`config.mk`:
```
export PLATFORM = sky130hd
export DESIGN_NAME = motor_fault_supervisor
export DESIGN_NICKNAME = d
export VERILOG_FILES = /design/src/rtl/mfs_pkg.sv /design/src/rtl/mfs_oc_qual.sv /design/src/rtl/mfs_status_reg.sv /design/src/rtl/motor_fault_supervisor.sv
export SDC_FILE = /design/constraint.sdc
export NUM_CORES = 1
export LEC_CHECK = 0
export ABC_CLOCK_PERIOD_IN_PS = 1900
export BUFFER_PORTS_ARGS = -buffer_cell sky130_fd_sc_hd__buf_2
export CAP_MARGIN = 20
export CORE_MARGIN = 8
export CORE_UTILIZATION = 44
export DETAILED_ROUTE_END_ITERATION = 10
export PLACE_DENSITY = 0.77
export SYNTH_ARGS = -nofsm -noshare
export SYNTH_HDL_FRONTEND = slang
export SYNTH_SLANG_ARGS = --single-unit
```
`constraint.sdc`:
```
create_clock -name clk -period 1.9 [get_ports clk]
set_input_delay 0.285 -clock clk [delete_from_list [all_inputs] [get_ports clk]]
set_output_delay 0.285 -clock clk [all_outputs]
set_load 0.01 [all_outputs]
```
`src/rtl/mfs_pkg.sv`:
```
package mfs_pkg;
    typedef enum logic [1:0] {
        QS_IDLE  = 2'd0,
        QS_COUNT = 2'd1,
        QS_TRIP  = 2'd2
    } qual_state_t;
endpackage

```
`src/rtl/mfs_oc_qual.sv`:
```
module mfs_oc_qual
    import mfs_pkg::*;
#(
    parameter int CNT_W = 5
) (
    input  logic             clk,
    input  logic             rst_n,
    input  logic             raw,
    input  logic [CNT_W-1:0] limit,
    output logic             trip
);
    qual_state_t state_q, state_d;
    logic [CNT_W-1:0] cnt_q, cnt_d;

    always_ff @(posedge clk or negedge rst_n) begin
        if (!rst_n) begin
            state_q <= QS_IDLE;
            cnt_q   <= '0;
        end else begin
            state_q <= state_d;
            cnt_q   <= cnt_d;
        end
    end

    always_comb begin
        state_d = state_q;
        cnt_d   = '0;
        trip    = 1'b0;
        unique case (state_q)
            QS_IDLE: begin
                if (raw) begin
                    state_d = QS_COUNT;
                    cnt_d   = CNT_W'(1);
                end
            end
            QS_COUNT: begin
                if (!raw) begin
                    state_d = QS_IDLE;
                end else if (cnt_q >= limit) begin
                    state_d = QS_TRIP;
                    trip    = 1'b1;
                end else begin
                    cnt_d = cnt_q + CNT_W'(1);
                end
            end
            QS_TRIP: begin
                if (raw) trip = 1'b1;
                else     state_d = QS_IDLE;
            end
            default: state_d = QS_IDLE;
        endcase
    end


    trip_needs_history_chk: assert property (@(posedge clk) disable iff (!rst_n)
        trip |-> $past(raw));


    count_nonzero_chk: assert property (@(posedge clk) disable iff (!rst_n)
        (state_q == QS_COUNT) |-> (cnt_q != '0));
endmodule

```
`src/rtl/mfs_status_reg.sv`:
```
module mfs_status_reg #(
    parameter int N_STICKY = 4,
    parameter int N_LEVEL  = 2
) (
    input  logic                          clk,
    input  logic                          rst_n,
    input  logic [N_STICKY+N_LEVEL-1:0]   set,
    input  logic                          clr_en,
    input  logic [N_STICKY-1:0]           clr_mask,
    output logic [N_STICKY+N_LEVEL-1:0]   q
);
    localparam int W = N_STICKY + N_LEVEL;

    for (genvar b = 0; b < W; b++) begin : g_bit
        if (b < N_STICKY) begin : g_sticky
            always_ff @(posedge clk or negedge rst_n) begin
                if (!rst_n) q[b] <= 1'b0;
                else        q[b] <= (q[b] & ~(clr_en & ~clr_mask[b])) | set[b];
            end


            sticky_hold_chk: assert property (@(posedge clk) disable iff (!rst_n)
                (q[b] && !clr_en) |=> q[b]);


            present_keeps_chk: assert property (@(posedge clk) disable iff (!rst_n)
                set[b] |=> q[b]);
        end else begin : g_level
            always_ff @(posedge clk or negedge rst_n) begin
                if (!rst_n) q[b] <= 1'b0;
                else        q[b] <= set[b];
            end
        end
    end
endmodule

```
`src/rtl/motor_fault_supervisor.sv`:
```
module motor_fault_supervisor #(
    parameter int NB     = 2,
    parameter int DLY_T0 = 2,
    parameter int DLY_T1 = 4,
    parameter int DLY_T2 = 8,
    parameter int DLY_T3 = 16
) (
    input  logic            clk,
    input  logic            rst_n,
    input  logic            idx_mode,
    input  logic [1:0]      dly_sel,
    input  logic [NB-1:0]   oc_flag,
    input  logic [NB-1:0]   gd_flag,
    input  logic            ot_flag,
    input  logic            uv_flag,
    input  logic            step_in,
    input  logic            clr_en,
    input  logic [2*NB-1:0] clr_mask,
    output logic [NB-1:0]   bridge_en,
    output logic            step_out,
    output logic [2*NB+1:0] status,
    output logic            fault_n
);
    localparam int N_STICKY = 2 * NB;
    localparam int SW       = N_STICKY + 2;
    localparam int OC_LO    = 0;
    localparam int GD_LO    = NB;
    localparam int OT_BIT   = N_STICKY;
    localparam int UV_BIT   = N_STICKY + 1;
    localparam int M01      = (DLY_T0 > DLY_T1) ? DLY_T0 : DLY_T1;
    localparam int M23      = (DLY_T2 > DLY_T3) ? DLY_T2 : DLY_T3;
    localparam int DLY_MAX  = (M01 > M23) ? M01 : M23;
    localparam int CNT_W    = $clog2(DLY_MAX + 1);

    logic [CNT_W-1:0] limit;
    logic [NB-1:0]    oc_trip;
    logic [SW-1:0]    set_vec;
    logic [NB-1:0]    br_bad;
    logic             global_off;

    always_comb begin
        unique case (dly_sel)
            2'd0: limit = CNT_W'(DLY_T0);
            2'd1: limit = CNT_W'(DLY_T1);
            2'd2: limit = CNT_W'(DLY_T2);
            default: limit = CNT_W'(DLY_T3);
        endcase
    end

    for (genvar i = 0; i < NB; i++) begin : g_br
        mfs_oc_qual #(.CNT_W(CNT_W)) u_qual (
            .clk   (clk),
            .rst_n (rst_n),
            .raw   (oc_flag[i]),
            .limit (limit),
            .trip  (oc_trip[i])
        );
        assign br_bad[i] = status[OC_LO+i] | status[GD_LO+i];
        assign bridge_en[i] = !(global_off | br_bad[i] | (idx_mode & (|br_bad)));
    end

    assign set_vec = {uv_flag, ot_flag, gd_flag, oc_trip};

    mfs_status_reg #(.N_STICKY(N_STICKY), .N_LEVEL(2)) u_stat (
        .clk      (clk),
        .rst_n    (rst_n),
        .set      (set_vec),
        .clr_en   (clr_en),
        .clr_mask (clr_mask),
        .q        (status)
    );

    assign global_off = status[OT_BIT] | status[UV_BIT];
    assign fault_n    = ~(|status);
    assign step_out   = step_in & fault_n;


    step_block_chk: assert property (@(posedge clk) disable iff (!rst_n)
        !fault_n |-> !step_out);


    ot_off_chk: assert property (@(posedge clk) disable iff (!rst_n)
        ot_flag |=> (bridge_en == '0));


    uv_bit_chk: assert property (@(posedge clk) disable iff (!rst_n)
        uv_flag |=> status[UV_BIT]);


    ot_pin_chk: assert property (@(posedge clk) disable iff (!rst_n)
        $rose(ot_flag) |=> !fault_n);


    idx_both_chk: assert property (@(posedge clk) disable iff (!rst_n)
        (idx_mode && (|status[N_STICKY-1:0])) |-> (bridge_en == '0));


    direct_isolate_chk: assert property (@(posedge clk) disable iff (!rst_n)
        (!idx_mode && !global_off && !status[OC_LO+1] && !status[GD_LO+1]) |-> bridge_en[1]);
endmodule

```
# [Word-level counts from Yosys, hierarchy flattened]
# Index checks and enable logic that the tools add are counted.
[classes] bitwise_logic=30 n_lt_le_gt_ge=2 n_eq_ne=12 mux=27 addsub=2 n_reduce_logical=9
[op_table] operator="$mux W5" n=4
[op_table] operator="$pmux W5 S2" n=2
[op_table] operator="$mux W2" n=8
[op_table] operator="$pmux W5 S3" n=1
[op_table] operator="$pmux W2 S3" n=2
[op_table] operator="$or A1 B1 Y1" n=11
[op_table] operator="$add A5 B1 Y5 const B" n=2
[op_table] operator="$and A1 B1 Y1" n=10
[op_table] operator="$ge A5 B5 Y1" n=2
[op_table] operator="$not A1 Y1" n=9
[op_table] operator="$mux W1" n=8
[op_table] operator="$ne A2 B2 Y1 const B" n=4
[op_table] operator="$eq A2 B1 Y1 const B" n=3
[op_table] operator="$eq A2 B2 Y1 const B" n=3
[op_table] operator="$logic_not A2 Y1" n=3
[op_table] operator="$ne A3 B2 Y1 const B" n=2
[op_table] operator="$reduce_and A3 Y1" n=2
[op_table] operator="$reduce_or A6 Y1" n=1
[op_table] operator="$pmux W1 S2" n=2
[op_table] operator="$logic_not A1 Y1" n=2
[op_table] operator="$reduce_or A2 Y1" n=1
[totals] elab_cells=92 register_bits=20 inputBits=17 output_inout_bits=10

# [Depth between registers and ports, before layout]
[depth] depth_word=7 mapped_depth=6 depth_no_buf=6

# [Hierarchy]
# A second synthesis with hierarchy kept.
[hier_totals] cells_unflattened=137 hier_area_um2=1298.7
[by_module_without_submodules] mod="mfs_oc_qual" instances=2 cells_per_inst=55 seq_area_each_um2=175.2 area_per_inst_um2=506.7
[by_module_without_submodules] mod="mfs_status_reg" instances=1 cells_per_inst=14 seq_area_each_um2=150.1 area_per_inst_um2=205.2
[by_module_without_submodules] mod="motor_fault_supervisor" instances=1 cells_per_inst=13 seq_area_each_um2=0.0 area_per_inst_um2=80.1

# [Worst setup path after synthesis]
# Ideal clock, no wire load.
[synth_timing] path_kind="register to output" start="register u_stat.q[5]" end="output step_out" path_buffers=0 required_ns=1.615 slack_ns=0.331 t_arrival_ns=1.284 stages_incl_launch_ff=4 cell_sequence="dfrtp_1 -> or4_4 -> nor2_4 -> and2_1"
[synth_via] elab_chain_len=3
[synth_lines] item="from (decl)" line="mfs_status_reg.sv:10" source="output logic [N_STICKY+N_LEVEL-1:0] q"
[synth_lines] item="from (signal, indexed assignment)" line="mfs_status_reg.sv:31" source="else q[b] <= set[b];"
[synth_lines] item="$reduce_or A6 Y1" line="motor_fault_supervisor.sv:74" source="assign fault_n = ~(|status);"
[synth_lines] item="$not A1 Y1" line="motor_fault_supervisor.sv:74"
[synth_lines] item="named net fault_n" line="motor_fault_supervisor.sv:22" source="output logic fault_n"
[synth_lines] item="$and A1 B1 Y1" line="motor_fault_supervisor.sv:75" source="assign step_out = step_in & fault_n;"
[synth_lines] item="to (decl)" line="motor_fault_supervisor.sv:20" source="output logic step_out,"
# The timed path passes the listed nets, and every way through them passes these cells.

# [Worst setup path in the final report]
[layout_timing] start="register u_stat.q[5]" end="output step_out"
[layout_via] elab_chain_len=3
[layout_lines] item="$reduce_or A6 Y1" line="motor_fault_supervisor.sv:74"
[layout_lines] item="$not A1 Y1" line="motor_fault_supervisor.sv:74"
[layout_lines] item="$and A1 B1 Y1" line="motor_fault_supervisor.sv:75"
# Every way passes these cells.

==> out/results.tsv <==
metric	value	unit
status	completed	
via count	1034	
drt pass-1 iters	4	
share of layout cells above drive strength 1	22.58	%
area grow syn2layout	17.07	%
worst hold slack	0.07845	ns
Buffers on Ports	26	
Leak	0.7239	nW
# H-tree levels	1	
pwr/cell area	944.7	mW/mm^2
Yosys cell types	31	
Clock Skews	0.0005658	ns
Crit Path Class	reg2out	
Final period util	99.99	%
Post-synth EDFFs	0	
crit path max fanout	3	
Hold/Removal Path Class	in2reg	
Post-Syn Nets	158	
drt first-iter violations	30	
Critical-path top delay cell	or4_4	
IO Count	27	
row count	19	
Max-slew headroom	69.67	%
diode count	0	
initial antenna violation count	0	
vias in the first global route	1117	
wire length per cell	14.32	um
die height	69.06	um
overall power	1.370	mW
Die Wd	69.06	um
drt drc	0	
wirelength, routed	2664	um
Syn. warnings	0	
largest net degree at the start of global routing	21	
# resized after CTS	0	
CTS tree	yes	
final setup fails	0	
number of max-cap violations	0	
Synth Area in XOR/XNOR	4.242	%
Seq/Total Area, Yosys	40.40	%
post-route ant nets	0	
Post-Syn Area	0.001239	mm^2
cells after synthesis	125	
Top FF cell, synth	dfrtp_1	
post-synthesis mux area share	0.8081	%
CP bufs+invs	1	
CTS Buf Count	3	
adder-cell share of the synthesized area	16.16	%
Synth Area in Compound Gates	15.66	%
largest family of logic cells by synthesized area	simple AND/OR/NAND/NOR gates	
starting density of the core	45.71	%
Clock Pin Slew Worst Setup and Hold Paths	0.11	ns
Max Clk Rate	526.4	MHz
GRT Overall Usage	11.77	%
# nets final	189	
Worst EP arrival	1.61	ns
Avg Cell Area, Syn	9.910	um^2
Final Core Density	53.51	%
gpl congestion	0.8205	
Clk Latency, worst-skew pair	0.30	ns
clock buffer depth	2	
Tmin final	1.900	ns
Num Clock Sinks	20	
DR vias/cell	5.559	
Startpoint Class	flip-flop	
Final Hold Fails	0	
RSZ-0062 raised after global routing	true	
Req. time, crit path	1.62	ns
Post-Synth Simple-Gate Area	19.09	%
worst path cell trace	or4_4 -> nor2_4 -> and2_1 -> buf_2	
Async SR Flop Fraction	100.0	%
die area	0.004769	mm^2
setup bufs post-CTS	0	
Final Max Tran Viols	0	
synthesized flop and latch total	20	
DP Wirelength	2124	um
slowest stage delay, CP	0.56	ns
first-pass GRT wire length	4802	um
clk root buf	clkbuf_4	
GR Overflow Total	0	
CP endpoint kind	primary output	
Crit path max-delay family	simple AND/OR/NAND/NOR gates	
Slew @ Worst Pin	0.4549	ns
VDD IR max	463.5	uV
core box area	0.002710	mm^2
## metrics by stage
step	TNS (ns)	area, um^2	worst slack [ns]	instances
finish	0	1450	0.0002000	186
global route	-0.1046	1450	-0.07352	186
CTS	-0.01347	1450	-0.01347	186
detailed placement	0	1404	0.1082	181
global placement	0	1404	0.2061	181
floorplan	0	1239	0.3309	125
## layout make-up
| cell class | count | area [um^2] |
|---|---|---|
| clock buffer | 4 | 36.28 |
| fill | 259 | 1260 |
| inverter | 11 | 41.29 |
| multi-input combinational | 93 | 693.2 |
| sequential | 20 | 500.5 |
| tap | 31 | 38.79 |
| timing repair buffer | 27 | 140.1 |
## synth_stat cells (4+ instances only)
cell type | n | area [um^2]
dfrtp_1 | 20 | 500.5
ha_1 | 16 | 200.2
inv_1 | 11 | 41.29
nand3_1 | 10 | 50.05
nand2_1 | 8 | 30.03
nand2b_1 | 6 | 37.54
nor2_1 | 6 | 22.52
o211ai_1 | 5 | 37.54
o21ai_0 | 5 | 25.02
and3_1 | 4 | 25.02
## final timing paths
| path | startpoint | end | slack [ns] | depth (start not counted) |
|---|---|---|---|---|
| worst max-delay path | u_stat.q[5] | step_out | 0.0002 | 4 |
| worst min-delay path | ot_flag | u_stat.q[4] | 0.08 | 1 |
| worst max register to register | g_br[0].u_qual.cnt_q[3] | g_br[0].u_qual.cnt_q[0] | 0.24 | 5 |
| worst min register to register | g_br[0].u_qual.cnt_q[0] | g_br[0].u_qual.cnt_q[0] | 0.53 | 1 |
| max in group asynchronous | rst_n | g_br[0].u_qual.cnt_q[0] | 1.13 | 2 |
| min in group asynchronous | rst_n | g_br[1].u_qual.cnt_q[2] | 0.45 | 2 |
## report_power, final
part           internal, mW  switching, mW  leakage [nW]
clock network         0.117          0.131        0.0210
logic                 0.228          0.299         0.445
registers             0.511         0.0837         0.258
## metal layers
layer | global-route usage [%] | part of all wire [%]
met5 | 0 | 0
met4 | 9.567 | 3.2
met3 | 3.290 | 7.5
met2 | 18.75 | 46
met1 | 12.72 | 43
## placed cells by master, fill, tap and decap left out, types with 4 or more instances in the layout
master	n
inv_1	11
o21ai_0	5
o211ai_1	5
nand2b_1	6
nand2_1	8
and3_1	4
nand3_1	10
buf_2	26
ha_1	16
dfrtp_1	20
nor2_1	6
## registers in the layout (all words and copies together), names as in the netlist
signal	flops
g_br.u_qual.cnt_q	10
g_br.u_qual.state_q	4
u_stat.q	6
## worst register-to-register path: cells and delay by family, from the launching register on
family,cells,cell delay (ns)
adders and majority gates,1,0.33
AOI/OAI and AO/OA,3,0.61
DFF,1,0.43
and+or+nand+nor,1,0.23
## cell families after synthesis
logic type | after synthesis
AO/OA/AOI/OAI | 27
XOR/XNOR | 6
adder cells (fa/ha/maj) | 16
buffers and inverters | 12
flip-flops | 20
multiplexers | 1
AND/OR/NAND/NOR | 43
## what timing repair did
item                                   4_1_cts  5_1_grt
setup endpoints to repair                    1        2
endpoints found under the hold margin       20        0
pin swaps                                    3        1
hold buffers                                 1        0
No activity file was read; power rests on OpenSTA's default activity.
